**src/rtl/pmp_pkg.sv**
```systemverilog
`timescale 1ns/1ps
// Package: shared types for the mode-selectable pin port.
// Assumes the operating mode is a 3-bit code 0..7.
package pmp_pkg;

    // How the port behaves for the current operating mode.
    typedef enum logic [1:0] {
        PM_LOCKED   = 2'd0,  // every pin forced to drive an address bit
        PM_ADDR_SEL = 2'd1,  // set direction bits select address output
        PM_DATA_SEL = 2'd2   // set direction bits select data output
    } mode_class_e;

    // Map a raw operating mode to its behaviour class.
    function automatic mode_class_e classify_mode(input logic [2:0] m);
        if (m >= 3'd1 && m <= 3'd4)       return PM_LOCKED;
        else if (m == 3'd5 || m == 3'd6)  return PM_ADDR_SEL;
        else                              return PM_DATA_SEL;
    endfunction

endpackage

```
**src/rtl/pmp_mode_decode.sv**
```systemverilog
`timescale 1ns/1ps
// Module: pmp_mode_decode
// Turns the operating mode code into the behaviour class and the flags
// that the register and pin logic consume. Purely combinational.
// Assumes op_mode is stable around clock edges.
module pmp_mode_decode
    import pmp_pkg::*;
(
    input  logic [2:0]   op_mode,
    output mode_class_e  mode_class,
    output logic         mode_locked,
    output logic         addr_route
);

    // Classify the mode and derive the flags.
    always_comb begin
        mode_class  = classify_mode(op_mode);
        mode_locked = (mode_class == PM_LOCKED);
        addr_route  = (mode_class != PM_DATA_SEL);
    end

endmodule

```
**src/rtl/pmp_regs.sv**
```systemverilog
`timescale 1ns/1ps
// Module: pmp_regs
// Holds the direction, data and pull-up registers and serves bus reads.
// Assumes a synchronous active-low reset and a mode that is valid during
// reset. Only the low NPINS bits of each register are stored. The upper
// bits are constant ones on read and are ignored on write.
module pmp_regs #(
    parameter int               NPINS    = 4,
    parameter int               DW       = 8,
    parameter int               AW       = 16,
    parameter logic [AW-1:0]    DIR_ADDR = 16'hFFC8,
    parameter logic [AW-1:0]    DAT_ADDR = 16'hFFCA,
    parameter logic [AW-1:0]    PUP_ADDR = 16'hFFDB
) (
    input  logic             clk,
    input  logic             rst_n,
    input  logic [AW-1:0]    bus_addr,
    input  logic [DW-1:0]    bus_wdata,
    input  logic             bus_we,
    input  logic             bus_re,
    input  logic             mode_locked,
    input  logic [NPINS-1:0] pin_in,
    output logic [DW-1:0]    bus_rdata,
    output logic [NPINS-1:0] dir_eff,
    output logic [NPINS-1:0] dat_q,
    output logic [NPINS-1:0] pup_q
);

    localparam int FILL = DW - NPINS;

    logic [NPINS-1:0] dir_q;
    logic             wr_dir, wr_dat, wr_pup;
    logic             unused_wdata_hi;

    assign unused_wdata_hi = ^bus_wdata[DW-1:NPINS];

    // Decode which register a write strobe targets.
    always_comb begin
        wr_dir = bus_we && (bus_addr == DIR_ADDR) && !mode_locked;
        wr_dat = bus_we && (bus_addr == DAT_ADDR);
        wr_pup = bus_we && (bus_addr == PUP_ADDR);
    end

    // Direction register: its reset value depends on the mode, and it is frozen while locked.
    always_ff @(posedge clk) begin
        if (!rst_n)      dir_q <= mode_locked ? '1 : '0;
        else if (wr_dir) dir_q <= bus_wdata[NPINS-1:0];
    end

    // Data register: clears on reset, stores the low bits on write.
    always_ff @(posedge clk) begin
        if (!rst_n)      dat_q <= '0;
        else if (wr_dat) dat_q <= bus_wdata[NPINS-1:0];
    end

    // Pull-up register: clears on reset, stores the low bits on write.
    always_ff @(posedge clk) begin
        if (!rst_n)      pup_q <= '0;
        else if (wr_pup) pup_q <= bus_wdata[NPINS-1:0];
    end

    // Effective direction: all outputs while the mode locks the port.
    assign dir_eff = mode_locked ? '1 : dir_q;

    // Read multiplexer: combinational from current state, zero when idle.
    always_comb begin
        bus_rdata = '0;
        if (bus_re) begin
            if (bus_addr == DIR_ADDR)
                bus_rdata = '1;
            else if (bus_addr == DAT_ADDR)
                bus_rdata = {{FILL{1'b1}}, (dir_eff & dat_q) | (~dir_eff & pin_in)};
            else if (bus_addr == PUP_ADDR)
                bus_rdata = {{FILL{1'b1}}, pup_q};
        end
    end


    dir_lock_hold_chk: assert property (@(posedge clk) disable iff (!rst_n)
        mode_locked |=> $stable(dir_q));


    dat_write_land_chk: assert property (@(posedge clk) disable iff (!rst_n)
        (bus_we && bus_addr == DAT_ADDR) |=> (dat_q == $past(bus_wdata[NPINS-1:0])));

endmodule

```
**src/rtl/pmp_pinmux.sv**
```systemverilog
`timescale 1ns/1ps
// Module: pmp_pinmux
// Per-pin output selection: the address bit or the data bit as the
// source, direction as the enable, and pull-up gating. Combinational.
// Assumes dir_eff already has the mode lock applied.
module pmp_pinmux #(
    parameter int NPINS = 4
) (
    input  logic             clk,
    input  logic             rst_n,
    input  logic             mode_locked,
    input  logic             addr_route,
    input  logic [NPINS-1:0] dir_eff,
    input  logic [NPINS-1:0] dat_q,
    input  logic [NPINS-1:0] pup_q,
    input  logic [NPINS-1:0] int_addr,
    output logic [NPINS-1:0] pin_out,
    output logic [NPINS-1:0] pin_oe,
    output logic [NPINS-1:0] pin_pu
);

    // One identical slice per pin.
    for (genvar i = 0; i < NPINS; i++) begin : g_pin
        assign pin_oe[i]  = dir_eff[i];
        assign pin_out[i] = dir_eff[i] & (addr_route ? int_addr[i] : dat_q[i]);
        assign pin_pu[i]  = pup_q[i] & ~dir_eff[i] & ~mode_locked;
    end


    locked_drive_chk: assert property (@(posedge clk) disable iff (!rst_n)
        mode_locked |-> (pin_oe == '1 && pin_out == int_addr));


    pu_vs_oe_chk: assert property (@(posedge clk) disable iff (!rst_n)
        (pin_pu & pin_oe) == '0);


    idle_pin_low_chk: assert property (@(posedge clk) disable iff (!rst_n)
        (pin_out & ~pin_oe) == '0);

endmodule

```
**src/rtl/pin_mux_port.sv**
```systemverilog
`timescale 1ns/1ps
// Module: pin_mux_port
// Top of the mode-selectable address/data pin port. Wires the mode
// decoder, the register file and the per-pin multiplexer together.
// Assumes a synchronous active-low reset taken with a valid op_mode.
module pin_mux_port #(
    parameter int               NPINS    = 4,
    parameter int               DW       = 8,
    parameter int               AW       = 16,
    parameter logic [AW-1:0]    DIR_ADDR = 16'hFFC8,
    parameter logic [AW-1:0]    DAT_ADDR = 16'hFFCA,
    parameter logic [AW-1:0]    PUP_ADDR = 16'hFFDB
) (
    input  logic             clk,
    input  logic             rst_n,
    input  logic [AW-1:0]    bus_addr,
    input  logic [DW-1:0]    bus_wdata,
    input  logic             bus_we,
    input  logic             bus_re,
    output logic [DW-1:0]    bus_rdata,
    input  logic [2:0]       op_mode,
    input  logic [NPINS-1:0] int_addr,
    input  logic [NPINS-1:0] pin_in,
    output logic [NPINS-1:0] pin_out,
    output logic [NPINS-1:0] pin_oe,
    output logic [NPINS-1:0] pin_pu
);

    import pmp_pkg::*;

    mode_class_e      mode_class;
    logic             mode_locked, addr_route;
    logic [NPINS-1:0] dir_eff, dat_q, pup_q;
    logic             unused_class;

    assign unused_class = ^mode_class;

    pmp_mode_decode u_dec (
        .op_mode     (op_mode),
        .mode_class  (mode_class),
        .mode_locked (mode_locked),
        .addr_route  (addr_route)
    );

    pmp_regs #(
        .NPINS(NPINS), .DW(DW), .AW(AW),
        .DIR_ADDR(DIR_ADDR), .DAT_ADDR(DAT_ADDR), .PUP_ADDR(PUP_ADDR)
    ) u_regs (
        .clk         (clk),
        .rst_n       (rst_n),
        .bus_addr    (bus_addr),
        .bus_wdata   (bus_wdata),
        .bus_we      (bus_we),
        .bus_re      (bus_re),
        .mode_locked (mode_locked),
        .pin_in      (pin_in),
        .bus_rdata   (bus_rdata),
        .dir_eff     (dir_eff),
        .dat_q       (dat_q),
        .pup_q       (pup_q)
    );

    pmp_pinmux #(.NPINS(NPINS)) u_mux (
        .clk         (clk),
        .rst_n       (rst_n),
        .mode_locked (mode_locked),
        .addr_route  (addr_route),
        .dir_eff     (dir_eff),
        .dat_q       (dat_q),
        .pup_q       (pup_q),
        .int_addr    (int_addr),
        .pin_out     (pin_out),
        .pin_oe      (pin_oe),
        .pin_pu      (pin_pu)
    );


    dir_read_ones_chk: assert property (@(posedge clk) disable iff (!rst_n)
        (bus_re && bus_addr == DIR_ADDR) |-> (bus_rdata == '1));

endmodule

```
**config.mk**
```make
export PLATFORM = sky130hd
export DESIGN_NAME = pin_mux_port
export DESIGN_NICKNAME = d
export VERILOG_FILES = /design/src/rtl/pmp_pkg.sv /design/src/rtl/pmp_mode_decode.sv /design/src/rtl/pmp_regs.sv /design/src/rtl/pmp_pinmux.sv /design/src/rtl/pin_mux_port.sv
export SDC_FILE = /design/constraint.sdc
export NUM_CORES = 1
export LEC_CHECK = 0
export BUFFER_PORTS_ARGS = -buffer_cell sky130_fd_sc_hd__buf_2
export CAP_MARGIN = 5
export CORE_ASPECT_RATIO = 1.1
export CORE_MARGIN = 4
export CORE_UTILIZATION = 44
export CTS_BUF_LIST = sky130_fd_sc_hd__clkbuf_8
export DETAILED_ROUTE_END_ITERATION = 8
export GPL_TIMING_DRIVEN = 0
export PLACE_DENSITY = 0.82
export SYNTH_ARGS = -nofsm -noshare
export SYNTH_HDL_FRONTEND = slang
export SYNTH_HIERARCHICAL = 1
export SYNTH_SLANG_ARGS = --single-unit
```
**constraint.sdc**
```tcl
create_clock -name clk -period 2.9 [get_ports clk]
set_input_delay 0.725 -clock clk [delete_from_list [all_inputs] [get_ports clk]]
set_output_delay 0.725 -clock clk [all_outputs]
set_load 0.02 [all_outputs]
```
# Yosys cells after proc, flatten, opt, wreduce, memory -nomap -nowiden
# Cells that the tools add are included.
# Widths: inputs -> output; s select.
[totals]
out_inout_bits = 20
elab_cells = 55
register_bits = 12
in_bits = 39
[classes]
order_cmp = 2
n_eq_ne = 7
reduce_logical = 8
mux = 14
bitwise = 21
[ops]
columns = ["op", "count"]
rows = [
  ["$eq 16x16->1 const B", 3],
  ["$mux 8", 4],
  ["$mux 4", 4],
  ["$and 1x1->1", 12],
  ["$and 4x4->4", 2],
  ["$eq 3x3->1 const B", 2],
  ["$logic_and 1x1->1", 5],
  ["$not 1->1", 5],
  ["$mux 1", 4],
  ["$mux 2", 2],
  ["$not 4->4", 1],
  ["$or 4x4->4", 1],
  ["$ge 3x1->1 const B", 1],
  ["$le 3x3->1 const B", 1],
  ["$logic_not 2->1", 1],
  ["$ne 2x1->1 const B", 1],
  ["$ne 2x2->1 const B", 1],
  ["$logic_not 1->1", 1],
  ["$logic_or 1x1->1", 1],
]

# Logic depth before layout (Yosys ltp)
[depth]
ltp_word = 12
ltp_mapped = 6
ltp_nobuf = 6

# Cells and area by module
# The synthesis kept the hierarchy.
[by_module_without_submodules]
columns = ["mod", "seq_area_each_um2", "cells_per_inst", "area_each_um2", "n_inst"]
rows = [
  ["pmp_regs", 280.3, 80, 747.0, 1],
  ["pmp_pinmux", 0.0, 17, 136.4, 1],
  ["pmp_mode_decode", 0.0, 8, 55.1, 1],
]

# Worst setup path after synthesis
# OpenSTA, ideal clock, no wires.
[synth_path]
kind = "input to output"
start = "input port op_mode[1]"
end = "output port bus_rdata[3]"
path_stages = 6
slack_ns = -0.094
required_ns = 2.175
n_path_buf = 0
arrival_ns = 2.269
path_cell_list = "or3_4 -> and2_1 -> or2_2 -> o211ai_1 -> a22oi_1 -> nor2b_1"
[synth_between]
elab_chain_len = 12
elab_cells_between_ends = 17
classes_between = "order compare: 2; eq/ne: 2; mux: 6; bitwise: 4; reduce/logical: 3"
[synth_lines]
columns = ["item", "line_no", "text"]
rows = [
  ["start: declaration", "pin_mux_port.sv:21", "input logic [2:0] op_mode,"],
  ["branches (longest 3 deep; another with $ge 3x1->1)", "n/a", ""],
  ["$mux 2 *", "pmp_pkg.sv:15", "if (m >= 3'd1 && m <= 3'd4) return PM_LOCKED;"],
  ["$logic_not 2->1 *", "pmp_mode_decode.sv:18", "mode_locked = (mode_class == PM_LOCKED);"],
  ["named net mode_locked", "pin_mux_port.sv:32", "logic mode_locked, addr_route;"],
  ["$mux 4 *", "pmp_regs.sv:63", "assign dir_eff = mode_locked ? '1 : dir_q;"],
  ["named net dir_eff[3]", "pin_mux_port.sv:33", "logic [NPINS-1:0] dir_eff, dat_q, pup_q;"],
  ["$not 4->4", "pmp_regs.sv:72", "bus_rdata = {{FILL{1'b1}}, (dir_eff & dat_q) | (~dir_eff & pin_in)};"],
  ["$and 4x4->4", "pmp_regs.sv:72", ""],
  ["$or 4x4->4 *", "pmp_regs.sv:72", ""],
  ["$mux 8 *", "pmp_regs.sv:71", "else if (bus_addr == DAT_ADDR)"],
  ["$mux 8 *", "pmp_regs.sv:69", "if (bus_addr == DIR_ADDR)"],
  ["$mux 8 *", "pmp_regs.sv:68", "if (bus_re) begin"],
  ["end: declaration", "pin_mux_port.sv:20", "output logic [DW-1:0] bus_rdata,"],
]
# Mark *: on every way through the listed nets, which the timed path passes.

# Final worst setup path
[layout_path]
start = "input port op_mode[2]"
end = "output port bus_rdata[0]"
# The elaborated chain is that of the path after synthesis.

==> results.cfg <==
[placed_design]
port_buffers = 54
gp_congestion = 0.727
placed_area_um2 = 1230
dp_hpwl_mm = 2.09
dp_slack_ns = -0.298

[worst_hold_path]
hold_depth = 2
min-delay-start = u_regs/dat_q[1]
hp-class = reg -> reg

[clock_network]
cts_buffers = 3
cts.clk_slew.worst_paths_ns = 0.06
cts_buffer_depth = 2
clkSinkCount = 12
cts_tree = yes
ctsHoldBuffers = 0
h-tree-depth = 1
clkLatencyLatePin_ns = 0.24
cts_root_buf = clkbuf_8

[power_and_ir_drop]
p_per_area_nw_per_um2 = 343
clockPowerShare = 0.368
switchingPower_mw = 0.131
p_int_mw = 0.368
leakage_nw = 0.718
pwr-share-comb = 0.262
pwr-share-seq = 0.370
total_power_mw = 0.499
peakVddDrop_uv = 336
switching_share = 0.263

[routing]
vias = 1034
antenna_left = 0
avgRoutedWirePerCell_um = 15.1
drt-initial-drc-count = 20
wl_mm = 2.98
viasPerCell = 5.22
drc = 0
drt_pre_antenna_iters = 4

[die]
start_util = 0.460
coreArea_um2 = 2000
fp.dieW_um = 51.6
rows = 17
fp.dieH_um = 56.0
ios = 59
dieArea_um2 = 2890

[finish]
drive_above_1_share = 0.594
antenna_cells = 0
syn_to_final_growth_pct = 58.2
design_area_um2 = 1460
num-nets-final = 210
n_fill_cell = 160

[worst_setup_path]
crit_fanout = 8
worstReg2RegStart = u_regs/pup_q[2]
cp.required_ns = 2.17
start_kind = primary input
critPathLaunch = op_mode[2]
rr_worst_depth = 2
crit_path_end_kind = output pin
path_class = in -> out
rrSetupSlack_ns = 2.23
worst_ep_arrival_time_ns = 2.21

[grt]
grt_pass1_wl_mm = 4.42
grt_pass1_vias = 1020
antenna_found_initial = 0
grt_max_degree = 11
overflow = 0
track_usage = 0.201

[yosys]
netlist_area_um2 = 920
syn_avg_cell_area_um2 = 9.02
synth_nets = 141
netlist_instances = 102
yosysWarningCount = 6

[sta]
slew_violations = 0
final.setup.tns_ns = -0.0484
worst_pin_slew_ns = 0.526
worst_clock_skew_ns = 0
finalSetupViolCount = 3
fmax_mhz = 341
whs_ns = 0.484
maxSlewHeadroom = 0.647
fin_crit_sh = 1.01
grt_setup_unrepaired = true
fin_ws_ns = -0.0330
hold_viol = 0
final.min_clock_period_ns = 2.93

[run]
cap_violations = 0

[outcome]
violations = setup timing
status = finished, violations left
==> worst paths after layout <==
kind	endpoint
worst max-delay path	bus_rdata[0]
worst max register to register	u_regs/pup_q[2]
worst min register to register	u_regs/dat_q[1]
worst min-delay path	u_regs/dat_q[1]
==> power groups by stage <==
stage          sequential, mW  clock, mW  combinational (mW)
6_report                0.185      0.183               0.131
5_1_grt                 0.185      0.192               0.142
4_1_cts                 0.184      0.184               0.122
3_5_place_dp            0.186          0               0.105
3_3_place_gp            0.186          0               0.101
2_1_floorplan           0.185          0              0.0600
==> per-layer routing <==
| layer | vias to the layer above | part of all wire | track usage | wire, um |
|---|---|---|---|---|
| met3 | 12 | 0.082 | 0.0429 | 246 |
| li1 | 493 | - | - | - |
| met4 | 0 | 0.034 | 0.0899 | 102 |
| met1 | 481 | 0.36 | 0.200 | 1080 |
| met2 | 48 | 0.52 | 0.380 | 1550 |
| met5 | - | 0 | 0 | 0 |
==> area by class of cell <==
cell class                      instances  area (um2)  area share
Timing Repair Buffer                   64         387       0.266
Multi-Input combinational cell         76         604       0.415
Tap cell                               28        35.0      0.0241
Clock buffer                            4        55.1      0.0378
Buffer                                 10        78.8      0.0542
Inverter                                4        15.0      0.0103
Sequential cell                        12         280       0.193
==> registers in the layout, summed over array words and instances (netlist names) <==
| register | count |
|---|---|
| u_regs/dat_q | 4 |
| u_regs/dir_q | 4 |
| u_regs/pup_q | 4 |
==> timing repair <==
action                                  4_1_cts  5_1_grt
endpoints found under the setup margin       14        9
pin swaps                                    13       10
gates resized for setup                      20        9
buffers inserted                              7        3
==> per-stage QoR <==
step | cells | utilization
after global placement | 184 | 0.618
after global routing | 198 | 0.728
after floorplan | 102 | -
final | 198 | 0.728
after detailed placement | 184 | 0.618
after CTS | 195 | 0.699
==> placed cells by master (no fill, tap or decap), types with 3 or more instances in the layout <==
cell	n
buf_2	48
nand2_1	18
buf_4	16
mux2i_1	12
buf_6	9
dfxtp_1	8
clkbuf_8	4
nor2b_1	4
or2_4	4
inv_1	4
o211ai_1	4
nor2b_2	4
edfxtp_1	4
nor3b_2	3
o21ai_2	3
==> critical path, stage by stage <==
cell,delay (ns)
buf_6,0.09
or3_4,0.38
and2_4,0.18
or2_4,0.24
o211ai_1,0.22
a22oi_2,0.11
nor2b_2,0.14
buf_6,0.12
Power figures use the tool's default switching activity.
